[src/rtl/alu8_pkg.sv]
package alu8_pkg;
  typedef logic [2:0] op_t;

  localparam op_t OP_ADD = 3'd0;
  localparam op_t OP_SUB = 3'd1;
  localparam op_t OP_INC = 3'd2;
  localparam op_t OP_DEC = 3'd3;
  localparam op_t OP_AND = 3'd4;

  localparam int SW = 8;
  localparam int FL_C = 0;
  localparam int FL_Z = 1;
  localparam int FL_N = 2;
  localparam int FL_V = 3;
  localparam int FL_S = 4;
  localparam int FL_H = 5;
  localparam int FL_T = 6;
  localparam int FL_I = 7;

  typedef struct packed {
    logic carry;
    logic half;
    logic ovf;
  } arith_fl_t;
endpackage

[src/rtl/alu_addsub.sv]
module alu_addsub #(
  parameter int DATA_W = 8
) (
  input  logic [DATA_W-1:0] a,
  input  logic [DATA_W-1:0] b,
  input  logic              sub,
  output logic [DATA_W-1:0] sum,
  output alu8_pkg::arith_fl_t fl
);
  localparam int NB = DATA_W / 2;
  localparam int HB = DATA_W - NB;

  logic [DATA_W-1:0] bx;
  logic [NB:0]       lo_s;
  logic [HB:0]       hi_s;

  // Subtraction is a + ~b + 1; the carry-in doubles as the +1.
  assign bx   = sub ? ~b : b;
  assign lo_s = {1'b0, a[NB-1:0]} + {1'b0, bx[NB-1:0]} + {{NB{1'b0}}, sub};
  assign hi_s = {1'b0, a[DATA_W-1:NB]} + {1'b0, bx[DATA_W-1:NB]} + {{HB{1'b0}}, lo_s[NB]};
  assign sum  = {hi_s[HB-1:0], lo_s[NB-1:0]};

  // A borrow is the inverse of the adder carry when subtracting.
  assign fl.carry = hi_s[HB] ^ sub;
  assign fl.half  = lo_s[NB] ^ sub;
  assign fl.ovf   = (a[DATA_W-1] == bx[DATA_W-1]) && (sum[DATA_W-1] != a[DATA_W-1]);
endmodule

[src/rtl/alu_logic.sv]
module alu_logic #(
  parameter int DATA_W = 8
) (
  input  logic [DATA_W-1:0] a,
  input  logic [DATA_W-1:0] b,
  output logic [DATA_W-1:0] y
);
  genvar i;
  generate
    for (i = 0; i < DATA_W; i++) begin : g_bit
      assign y[i] = a[i] & b[i];
    end
  endgenerate
endmodule

[src/rtl/alu_flag_merge.sv]
module alu_flag_merge
  import alu8_pkg::*;
#(
  parameter int DATA_W = 8
) (
  input  op_t               op,
  input  logic [DATA_W-1:0] res,
  input  arith_fl_t         fl,
  input  logic [SW-1:0]     sreg_in,
  output logic [SW-1:0]     sreg_out
);
  always_comb begin
    sreg_out = sreg_in;
    case (op)
      OP_ADD, OP_SUB: begin
        sreg_out[FL_C] = fl.carry;
        sreg_out[FL_H] = fl.half;
        sreg_out[FL_V] = fl.ovf;
      end
      OP_INC, OP_DEC: sreg_out[FL_V] = fl.ovf;
      OP_AND:         sreg_out[FL_V] = 1'b0;
      default: ;
    endcase
    if (op <= OP_AND) begin
      sreg_out[FL_Z] = (res == '0);
      sreg_out[FL_N] = res[DATA_W-1];
      sreg_out[FL_S] = sreg_out[FL_N] ^ sreg_out[FL_V];
    end
  end
endmodule

[src/rtl/alu8_status.sv]
module alu8_status
  import alu8_pkg::*;
#(
  parameter int DATA_W = 8
) (
  input  logic              clk,
  input  logic              rst,
  input  logic [2:0]        op_i,
  input  logic [DATA_W-1:0] a_i,
  input  logic [DATA_W-1:0] b_i,
  input  logic [7:0]        sreg_i,
  output logic [DATA_W-1:0] res_o,
  output logic [7:0]        sreg_o
);
  localparam logic [DATA_W-1:0] ONE = DATA_W'(1);

  logic [DATA_W-1:0] b_eff, sum, and_y, res_n;
  logic              sub;
  arith_fl_t         fl;
  logic [SW-1:0]     sreg_n;

  always_comb begin
    b_eff = b_i;
    sub   = 1'b0;
    case (op_i)
      OP_SUB: sub = 1'b1;
      OP_INC: b_eff = ONE;
      OP_DEC: begin b_eff = ONE; sub = 1'b1; end
      default: ;
    endcase
  end

  alu_addsub #(.DATA_W(DATA_W)) u_addsub (
    .a(a_i), .b(b_eff), .sub(sub), .sum(sum), .fl(fl)
  );

  alu_logic #(.DATA_W(DATA_W)) u_logic (
    .a(a_i), .b(b_i), .y(and_y)
  );

  always_comb begin
    case (op_i)
      OP_ADD, OP_SUB, OP_INC, OP_DEC: res_n = sum;
      OP_AND:  res_n = and_y;
      default: res_n = a_i;
    endcase
  end

  alu_flag_merge #(.DATA_W(DATA_W)) u_flags (
    .op(op_i), .res(res_n), .fl(fl), .sreg_in(sreg_i), .sreg_out(sreg_n)
  );

  always_ff @(posedge clk) begin
    if (rst) begin
      res_o  <= '0;
      sreg_o <= '0;
    end else begin
      res_o  <= res_n;
      sreg_o <= sreg_n;
    end
  end

  p_reset_clear_r1: assert property (@(posedge clk)
    rst |=> (res_o == '0 && sreg_o == '0));

  p_sub_borrow_r3: assert property (@(posedge clk) disable iff (rst)
    (op_i == OP_SUB) |=> (sreg_o[FL_C] == ($past(b_i) > $past(a_i))));

  p_keep_ch_r4: assert property (@(posedge clk) disable iff (rst)
    (op_i == OP_INC || op_i == OP_DEC) |=>
      (sreg_o[FL_C] == $past(sreg_i[FL_C]) && sreg_o[FL_H] == $past(sreg_i[FL_H])));

  p_and_clears_v_r5: assert property (@(posedge clk) disable iff (rst)
    (op_i == OP_AND) |=> (!sreg_o[FL_V] && sreg_o[FL_C] == $past(sreg_i[FL_C])));

  p_zero_neg_r6: assert property (@(posedge clk) disable iff (rst)
    (op_i <= OP_AND) |=>
      (sreg_o[FL_Z] == (res_o == '0) && sreg_o[FL_N] == res_o[DATA_W-1]));

  p_sign_r8: assert property (@(posedge clk) disable iff (rst)
    (op_i <= OP_AND) |=> (sreg_o[FL_S] == (sreg_o[FL_N] ^ sreg_o[FL_V])));

  p_it_pass_r9: assert property (@(posedge clk) disable iff (rst)
    1'b1 |=> (sreg_o[FL_I:FL_T] == $past(sreg_i[FL_I:FL_T])));

  p_reserved_hold_r10: assert property (@(posedge clk) disable iff (rst)
    (op_i > OP_AND) |=> (sreg_o == $past(sreg_i) && res_o == $past(a_i)));
endmodule

[config.mk]
export PLATFORM = sky130hd
export DESIGN_NAME = alu8_status
export DESIGN_NICKNAME = d
export VERILOG_FILES = /design/src/rtl/alu8_pkg.sv /design/src/rtl/alu_addsub.sv /design/src/rtl/alu_logic.sv /design/src/rtl/alu_flag_merge.sv /design/src/rtl/alu8_status.sv
export SDC_FILE = /design/constraint.sdc
export NUM_CORES = 1
export LEC_CHECK = 0
export CAP_MARGIN = 10
export CELL_PAD_IN_SITES_DETAIL_PLACEMENT = 1
export CELL_PAD_IN_SITES_GLOBAL_PLACEMENT = 1
export CORE_ASPECT_RATIO = 0.9
export CORE_UTILIZATION = 44
export DETAILED_ROUTE_END_ITERATION = 12
export DONT_BUFFER_PORTS = 1
export HOLD_SLACK_MARGIN = 0.05
export PLACE_DENSITY_LB_ADDON = 0.1
export SYNTH_ARGS = -nofsm -noshare
export SYNTH_HDL_FRONTEND = slang
export SYNTH_SLANG_ARGS = --single-unit
[constraint.sdc]
create_clock -name clk -period 4.3 [get_ports clk]
set_input_delay 0.43 -clock clk [delete_from_list [all_inputs] [get_ports clk]]
set_output_delay 0.43 -clock clk [all_outputs]
set_load 0.05 [all_outputs]
## Word level (Yosys, flattened, before mapping)

Cells that the tools add are included.

| word-level totals | value |
|---|---|
| register bits | 16 |
| logic and storage cells | 41 |
| bits of input ports | 29 |
| output and inout bits | 16 |

| cells by class | value |
|---|---|
| magnitude comparators | 1 |
| equality and inequality tests | 6 |
| muxes and demuxes | 9 |
| $add $sub $neg | 4 |
| bitwise gates (word level) | 12 |
| reductions and logical operators | 7 |

Operators with widths:

| operator | number |
|---|---|
| 2-to-1 mux 8 bit | 2 |
| case mux 8 bit (2 select lines) | 1 |
| adder 4 x 4 -> 5 bit | 2 |
| adder 5 x 1 -> 5 bit | 2 |
| AND 1 bit | 8 |
| logical NOT 8 bit | 1 |
| NOT 8 bit | 1 |
| equality test 3 x 2 -> 1 bit, second input constant | 2 |
| OR reduction 2 bit | 3 |
| 2-to-1 mux 1 bit | 4 |
| OR reduction 4 bit | 1 |
| equality test 3 x 1 -> 1 bit, second input constant | 1 |
| equality test 3 bit, second input constant | 1 |
| less-or-equal comparator 3 bit, second input constant | 1 |
| logical NOT 3 bit | 1 |
| bitwise XOR 1 bit | 3 |
| 2-to-1 mux 2 bit | 1 |
| case mux 1 bit (2 select lines) | 1 |
| equality test 1 bit | 1 |
| logical AND 1 bit | 1 |
| inequality test 1 bit | 1 |

## Logic depth before layout (Yosys ltp)

Gate-level depths: netlist (run 1).

| logic depth | value |
|---|---|
| depth in word-level cells | 13 |
| mapped depth | 16 |
| mapped depth without buffers | 15 |

## By module

Synthesis (run 1) repeated with hierarchy kept, for this count alone.

| unflattened totals | value |
|---|---|
| cell total of the unflattened synthesis | 157 |
| area total of the unflattened synthesis | 1341.3 um^2 |

Modules (own cells, without submodules):

| module | area each (um^2) | sequential area each (um^2) | instances | cells an instance |
|---|---|---|---|---|
| alu8_status | 734.5 | 320.3 | 1 | 80 |
| alu_addsub | 430.4 | 0.0 | 1 | 49 |
| alu_flag_merge | 126.4 | 0.0 | 1 | 20 |
| alu_logic | 50.0 | 0.0 | 1 | 8 |

## Worst setup path after synthesis (run 1)

Ideal clock, no wire load.

| timing path | value |
|---|---|
| path type | input port to flip-flop |
| start point | in op_i[0] |
| end point | reg sreg_o[1] |
| arrival | 3.274 ns |
| data required time | 4.184 ns |
| stages on the path | 13 |
| slack | 0.909 ns |
| library setup time | 0.116 ns |
| path through | buf_6 > buf_2 > o21ai_1 > a22o_1 > fa_1 > a21o_1 > a21o_1 > fa_1 > inv_1 > fa_1 > o21a_1 > nor3b_1 > a41o_1 |

| on the way | value |
|---|---|
| word-level cells in the longest chain between the ends | 11 |

Ends and longest elaborated chain:

| item | RTL line | RTL |
|---|---|---|
| start: declaration | alu8_status.sv:8 | `input logic [2:0] op_i,` |
| equality test 3 x 2 -> 1 bit | alu8_status.sv:25, alu8_status.sv:42 |  |
| OR reduction 2 bit (no line) | - |  |
| 2-to-1 mux 8 bit | alu8_status.sv:25 | `case (op_i)` |
| NOT 8 bit | alu_addsub.sv:18 | `assign bx = sub ? ~b : b;` |
| 2-to-1 mux 8 bit | alu_addsub.sv:18 |  |
| adder 4 x 4 -> 5 bit | alu_addsub.sv:19 | `assign lo_s = {1'b0, a[NB-1:0]} + {1'b0, bx[NB-1:0]} + {{NB{1'b0}}, sub};` |
| adder 5 x 1 -> 5 bit | alu_addsub.sv:19 |  |
| adder 5 x 1 -> 5 bit | alu_addsub.sv:20 | `assign hi_s = {1'b0, a[DATA_W-1:NB]} + {1'b0, bx[DATA_W-1:NB]} + {{HB{1'b0}}, lo_s[NB]};` |
| case mux 8 bit (2 select lines) | alu8_status.sv:42 | `case (op_i)` |
| logical NOT 8 bit | alu_flag_merge.sv:25 | `sreg_out[FL_Z] = (res == '0);` |
| 2-to-1 mux 2 bit (*) | alu_flag_merge.sv:24 | `if (op <= OP_AND) begin` |
| end signal: assignment | alu8_status.sv:59 | `sreg_o <= sreg_n;` |
| end: declaration | alu8_status.sv:13 | `output logic [7:0] sreg_o` |

Every way passes the cells marked *; elsewhere a longest branch is shown, timed or not.
A chain may end at the register's enable or synchronous reset.

## Final worst setup path (run 1)

| timing path | value |
|---|---|
| start point | in op_i[2] |
| end point | reg sreg_o[1] |

The elaborated chain is that of the path after synthesis.

==> results.cfg, run 1 <==
[clock_network]
htree_num_levels = 1
cts_hold_repair.buffers = 0
clk_pin_slew_worst_paths_ps = 90
cts-resized-gates = 0
post_cts_buffers = 0
cts_tree = built
clk_root_buffer_cell = sky130_fd_sc_hd__clkbuf_4
numCtsBuffers = 3
tritoncts_num_sinks = 16
clock_path_buffers = 2

[critical_path]
startpoint_type = input port
critical_path_buf_inv_count = 2
critical-path-slowest-cell = sky130_fd_sc_hd__fa_1
critical_path.endpoint_type = register
path_cells = inv_2 > o21ai_1 > a22o_1 > fa_1 > a21o_1 > a21o_1 > fa_1 > inv_1 > fa_1 > o21a_1 > nor3b_1 > a41o_1
critical_path_required_ps = 4470
cp_common_cell = sky130_fd_sc_hd__fa_1
critPathKind = input port to register
critical_path.startpoint = op_i[2]
critical-path-max-stage-delay_ps = 440
crit_arrival_ps = 3380
path_max_fanout = 24
top_delay_family_on_crit_path = compound AO/OA/AOI/OAI gates

[pwr]
power.ir.vdd_worst_mv = 0.267
power.static_leakage_nw = 0.512
totalPowerFinal_mw = 0.412
pwr_density_cell_nw_per_um2 = 353

[yosys]
postSynthRegisterBits = 16
post_synth.cell_area_avg_sq_um = 8.52
ys_top_cells_by_area = sky130_fd_sc_hd__dfxtp_1, sky130_fd_sc_hd__ha_1, sky130_fd_sc_hd__a21o_1
synth_cell_type_count = 41
seq_area_frac_synth_pct = 28.1
most_common_flop_cell_mapped_by_yosys = sky130_fd_sc_hd__dfxtp_1
synth.net_count = 172
syn-instance-count = 134
synth_top_area_cell = sky130_fd_sc_hd__dfxtp_1
synth_enable_flop_cells = 0
async_reset_ff_share_pct = 0
warnings_synthesis = 0
synth_top_area_share_pct = 28.1
synth.cell_area_sq_um = 1140

[timing]
post-route-min-period_ps = 3210
final_hold_viol_count = 0
tightest_slew_ps = 527
setup_ws_ps = 1090
max_slew_margin_pct = 64.7
max_freq_mhz = 311
final.period_utilization_pct = 74.7
finalSetupTns_ps = 0
finalSetupViolCount = 0
grt_setup_unrepaired = false
slew_viol_final = 0
fin_hold_ws_ps = 203

[final_layout]
proportion_of_layout_cells_with_a_drive_suffix_above_1_pct = 6.11
antennaDiodeCount = 0
final_cell_count_no_fill = 159
stdcell_area_sq_um = 1170
most_common_cell_after_layout_fill_and_taps_aside = sky130_fd_sc_hd__dfxtp_1
nNetsFinal = 170
fin_util_pct = 47.7
layout_common_cells = sky130_fd_sc_hd__dfxtp_1, sky130_fd_sc_hd__nor2_1, sky130_fd_sc_hd__a21oi_1
areaGrowthSynthToFinish_pct = 2.19

[drt]
drc_errors = 0
via_per_inst = 6.19
route.vias.total = 984
detail-route-antenna-nets = 0
pre_antenna_drt_iters = 4
drt-wirelength-per-cell_um = 17.7
routed_wirelength_um = 2810
drt_first_iter_violations = 33

[worst_hold_path]
holdCritStartpoint = rst
hold_path_class = input port to register

[global_route]
grt_pass1_vias = 988
antenna_found_initial = 0
track_usage_pct = 21.3
grt_start_max_net_pins = 25
grt_remaining_overflow = 0
wire_length_of_the_first_global_routing_pass_um = 4750

[place]
place_ws_ps = 815
place_inst = 155
buffer_ports.inserted = 0
postPlaceCellArea_sq_um = 1130
place_hpwl_um = 2250
gp_congestion = 0.801

[die]
placementRows = 17
design.die.area_sq_um = 2800
die_w_um = 55.7
placeableCoreArea_sq_um = 2450
die_y_um = 50.3
design.portCount = 45
initial_core_util_pct = 46.6

[outcome]
run_status = completed

[flow_run]
cap_violations = 0
per-layer routing:
layer / part of all wire, % / routed length [um] / track usage [%]
met5: 0 / 0 / 0
met4: 0 / 0 / 0
met3: 5.1 / 142 / 5.93
met2: 49 / 1370 / 36.7
met1: 46 / 1290 / 28.2
where the power goes:
| group | switching, mW | internal [mW] |
|---|---|---|
| clock | 0.0445 | 0.0515 |
| combinational | 0.0542 | 0.0482 |
| sequential | 0.0521 | 0.162 |
| total | 0.151 | 0.261 |
cell families (layout without fill, tap and decap cells):
kind of cell             count (synthesis)  count (layout)  synth area share [%]
buffers and inverters                   14              11                  6.36
multiplexers                             1               1                 0.877
AO/OA/AOI/OAI                           48              48                  29.4
XOR/XNOR                                 5               5                  3.84
adder cells (fa/ha/maj)                  9               9                  11.8
AND/OR/NAND/NOR                         41              41                  19.6
flip-flops                              16              16                  28.1
synth_stat cells (2+ instances only):
cell type                   n
sky130_fd_sc_hd__nand3b_1   2
sky130_fd_sc_hd__nand2_1    6
sky130_fd_sc_hd__a21o_1     9
sky130_fd_sc_hd__o311a_1    4
sky130_fd_sc_hd__fa_1       3
sky130_fd_sc_hd__o311ai_0   2
sky130_fd_sc_hd__dfxtp_1   16
sky130_fd_sc_hd__nor2b_1    4
sky130_fd_sc_hd__buf_2      4
sky130_fd_sc_hd__a21oi_1   13
sky130_fd_sc_hd__o21a_1     2
sky130_fd_sc_hd__ha_1       6
sky130_fd_sc_hd__xor2_1     3
sky130_fd_sc_hd__nand3_1    3
sky130_fd_sc_hd__buf_6      2
sky130_fd_sc_hd__inv_1      6
sky130_fd_sc_hd__o21ai_0    6
sky130_fd_sc_hd__a211oi_1   2
sky130_fd_sc_hd__xnor2_1    2
sky130_fd_sc_hd__nor3b_1    4
sky130_fd_sc_hd__nor3_1     2
sky130_fd_sc_hd__nor2_1    14
sequential cells by signal (all words and copies together) (netlist names):
signal,cells
res_o,8
sreg_o,8
layout make-up:
| class | count | area, sq um |
|---|---|---|
| Tap cell | 28 | 35.0 |
| Inverter | 7 | 26.3 |
| Sequential cell | 16 | 320 |
| Clock buffer | 4 | 36.3 |
| Fill cell | 299 | 1280 |
| Multi-Input combinational cell | 104 | 748 |
final timing paths:
| check | endpoint | slack, ps | depth (start not counted) |
|---|---|---|---|
| worst max-delay path | sreg_o[1] | 1090 | 12 |
| worst min-delay path | res_o[7] | 200 | 1 |
Note: power is estimated with default switching activity, not from simulation.
==> inputs of run 2 (changes only) <==
--- a/config.mk
+++ b/config.mk
@@ -5,11 +5,12 @@
 export SDC_FILE = /design/constraint.sdc
 export NUM_CORES = 1
 export LEC_CHECK = 0
+export ABC_AREA = 1
 export CAP_MARGIN = 10
 export CELL_PAD_IN_SITES_DETAIL_PLACEMENT = 1
 export CELL_PAD_IN_SITES_GLOBAL_PLACEMENT = 1
 export CORE_ASPECT_RATIO = 0.9
-export CORE_UTILIZATION = 44
+export CORE_UTILIZATION = 38
 export DETAILED_ROUTE_END_ITERATION = 12
 export DONT_BUFFER_PORTS = 1
 export HOLD_SLACK_MARGIN = 0.05
==> constraint.sdc (replaced) <==
create_clock -name clk -period 2.7 [get_ports clk]
set_input_delay 0.27 -clock clk [delete_from_list [all_inputs] [get_ports clk]]
set_output_delay 0.27 -clock clk [all_outputs]
set_load 0.05 [all_outputs]
==> run 2 against run 1 <==
  * Synthesized cell count increased by 33%
  * First-iteration DRC count decreased by 39%
  * Sequential cell count unchanged
  * Total power increased by 86%
  * Worst setup slack got worse by 960 ps
  * Sequential power increased by 62%
  * Cell area increased by 24%
  * Synthesized area increased by 4.6%
  * Largest cell class unchanged
==> results.cfg, run 2 <==
[drt]
drc_errors = 0
route.vias.total = 1156
pre_antenna_drt_iters = 4
drt_first_iter_violations = 20
drt-wirelength-per-cell_um = 13.8
routed_wirelength_um = 3270
detail-route-antenna-nets = 0
via_per_inst = 4.88

[clock_network]
tritoncts_num_sinks = 16
clk_root_buffer_cell = sky130_fd_sc_hd__clkbuf_4
clk_pin_slew_worst_paths_ps = 100
htree_num_levels = 1
cts_tree = built
numCtsBuffers = 3
clock_path_buffers = 2

[yosys]
syn-instance-count = 178
synth_top_area_share_pct = 26.8
postSynthRegisterBits = 16
most_common_flop_cell_mapped_by_yosys = sky130_fd_sc_hd__dfxtp_1
synth.cell_area_sq_um = 1190
async_reset_ff_share_pct = 0
synth_enable_flop_cells = 0
synth_top_area_cell = sky130_fd_sc_hd__dfxtp_1
synth_cell_type_count = 27
post_synth.cell_area_avg_sq_um = 6.71
synth.top_cells.by_count = sky130_fd_sc_hd__nand2_1, sky130_fd_sc_hd__inv_1, sky130_fd_sc_hd__dfxtp_1, sky130_fd_sc_hd__nor2_1, sky130_fd_sc_hd__nand3_1
ys_top_cells_by_area = sky130_fd_sc_hd__dfxtp_1, sky130_fd_sc_hd__nand2_1, sky130_fd_sc_hd__inv_1
seq_area_frac_synth_pct = 26.8
warnings_synthesis = 0
synth.net_count = 216
synthMostInstantiatedCell = sky130_fd_sc_hd__nand2_1

[die]
placementRows = 18
die_y_um = 55.2
design.portCount = 45
design.die.area_sq_um = 3370
die_w_um = 61.1
initial_core_util_pct = 41.7
placeableCoreArea_sq_um = 2860

[final_layout]
top_regs = res_o (8), sreg_o (8)
areaGrowthSynthToFinish_pct = 21.0
nNetsFinal = 236
antennaDiodeCount = 0
proportion_of_layout_cells_with_a_drive_suffix_above_1_pct = 19.3
final_cell_count_no_fill = 237
layout_common_cells = sky130_fd_sc_hd__nand2_1, sky130_fd_sc_hd__inv_1, sky130_fd_sc_hd__nor2_1, sky130_fd_sc_hd__buf_4, sky130_fd_sc_hd__dfxtp_1
most_common_cell_after_layout_fill_and_taps_aside = sky130_fd_sc_hd__nand2_1

[timing]
post-route-min-period_ps = 2570
setup_ws_ps = 130
finalSetupTns_ps = 0
final.period_utilization_pct = 95.2
max_slew_margin_pct = 66.0
slew_viol_final = 0
tightest_slew_ps = 509
max_freq_mhz = 389
final_hold_viol_count = 0
finalSetupViolCount = 0

[worst_hold_path]
hold_path_class = input port to register

[global_route]
antenna_found_initial = 0
track_usage_pct = 20.7
grt_remaining_overflow = 0
grt_start_max_net_pins = 13
grt_pass1_vias = 1170
wire_length_of_the_first_global_routing_pass_um = 4990

[outcome]
run_status = completed

[critical_path]
critPathKind = input port to register
startpoint_type = input port
path_max_fanout = 12
crit_arrival_ps = 2740
critical_path.endpoint_type = register
critical_path_required_ps = 2870

[pwr]
power.static_leakage_nw = 0.790
power.ir.vdd_worst_mv = 0.351
pwr_density_cell_nw_per_um2 = 530
totalPowerFinal_mw = 0.765

[place]
place_hpwl_um = 2810
buffer_ports.inserted = 0
place_ws_ps = -276
gp_congestion = 0.821
place_inst = 230

[flow_run]
cap_violations = 0
## run 2: logic make-up (layout without fill, tap and decap cells)
logic type / count (synthesis) / in the layout / synth area share, %
fa+ha+maj: 9 / 9 / 11.3
simple gates: 81 / 81 / 29.3
compound gates: 24 / 24 / 12.9
buf+inv: 39 / 58 / 13.0
flops: 16 / 16 / 26.8
xor+xnor: 9 / 9 / 6.60
## run 2: stage by stage
stage | hold slack [ps] | util (%) | instance area, sq um
after floorplan | 339 | - | 1210
after global placement | 342 | 47.9 | 1370
after detailed placement | 343 | 47.9 | 1370
after CTS | 74.2 | 49.5 | 1420
after global routing | 70.8 | 50.5 | 1440
final | 83.3 | 50.5 | 1440
## run 2: worst paths after layout
| check | start | endpoint | slack [ps] | cells past startpoint |
|---|---|---|---|---|
| setup / recovery | op_i[2] | sreg_o[1] | 130 | 18 |
| hold / removal | sreg_i[7] | sreg_o[7] | 80 | 2 |
## run 2: layout make-up
class | count | area, sq um
fillers | 384 | 1420
multi-input cells | 123 | 752
flip-flops and latches | 16 | 320
repair buffers | 18 | 150
inverters | 36 | 135
well taps | 40 | 50.0
clock buffers | 4 | 36.3
## run 2: power by group
group,switching [mW],internal (mW),total (mW)
Sequential,0.0874,0.258,0.346
Combinational,0.141,0.120,0.261
Clock,0.0759,0.0821,0.158
Total,0.305,0.461,0.765
## run 2: critical path, stage by stage
cell and delay [ps]:
sky130_fd_sc_hd__inv_2 100, sky130_fd_sc_hd__buf_12 120, sky130_fd_sc_hd__nand2_8 60, sky130_fd_sc_hd__xor2_2 160, sky130_fd_sc_hd__fa_2 410, sky130_fd_sc_hd__a21oi_2 150, sky130_fd_sc_hd__o21bai_2 100, sky130_fd_sc_hd__fa_2 350
sky130_fd_sc_hd__inv_1 70, sky130_fd_sc_hd__fa_1 400, sky130_fd_sc_hd__nor2_1 150, sky130_fd_sc_hd__a21oi_2 70, sky130_fd_sc_hd__nand2_1 70, sky130_fd_sc_hd__nor2_1 40, sky130_fd_sc_hd__nand2_1 50, sky130_fd_sc_hd__nor2_1 40
sky130_fd_sc_hd__nand3_1 60, sky130_fd_sc_hd__a21oi_1 60
## run 2: per-layer routing
layer	track usage (%)	vias up	routed length [um]	share of wire (%)
met5	0	-	0	0
met4	4.17	0	49	1.5
met3	5.35	5	186	5.7
met2	40.4	34	1660	51
met1	22.4	536	1370	42
li1	-	581	-	-
## run 2: timing repair
item                                    4_1_cts  5_1_grt
hold endpoints to repair                     12        0
setup buffers                                 0        2
hold buffers                                  1        0
endpoints found under the setup margin        0        2
gates resized for setup                       0        3
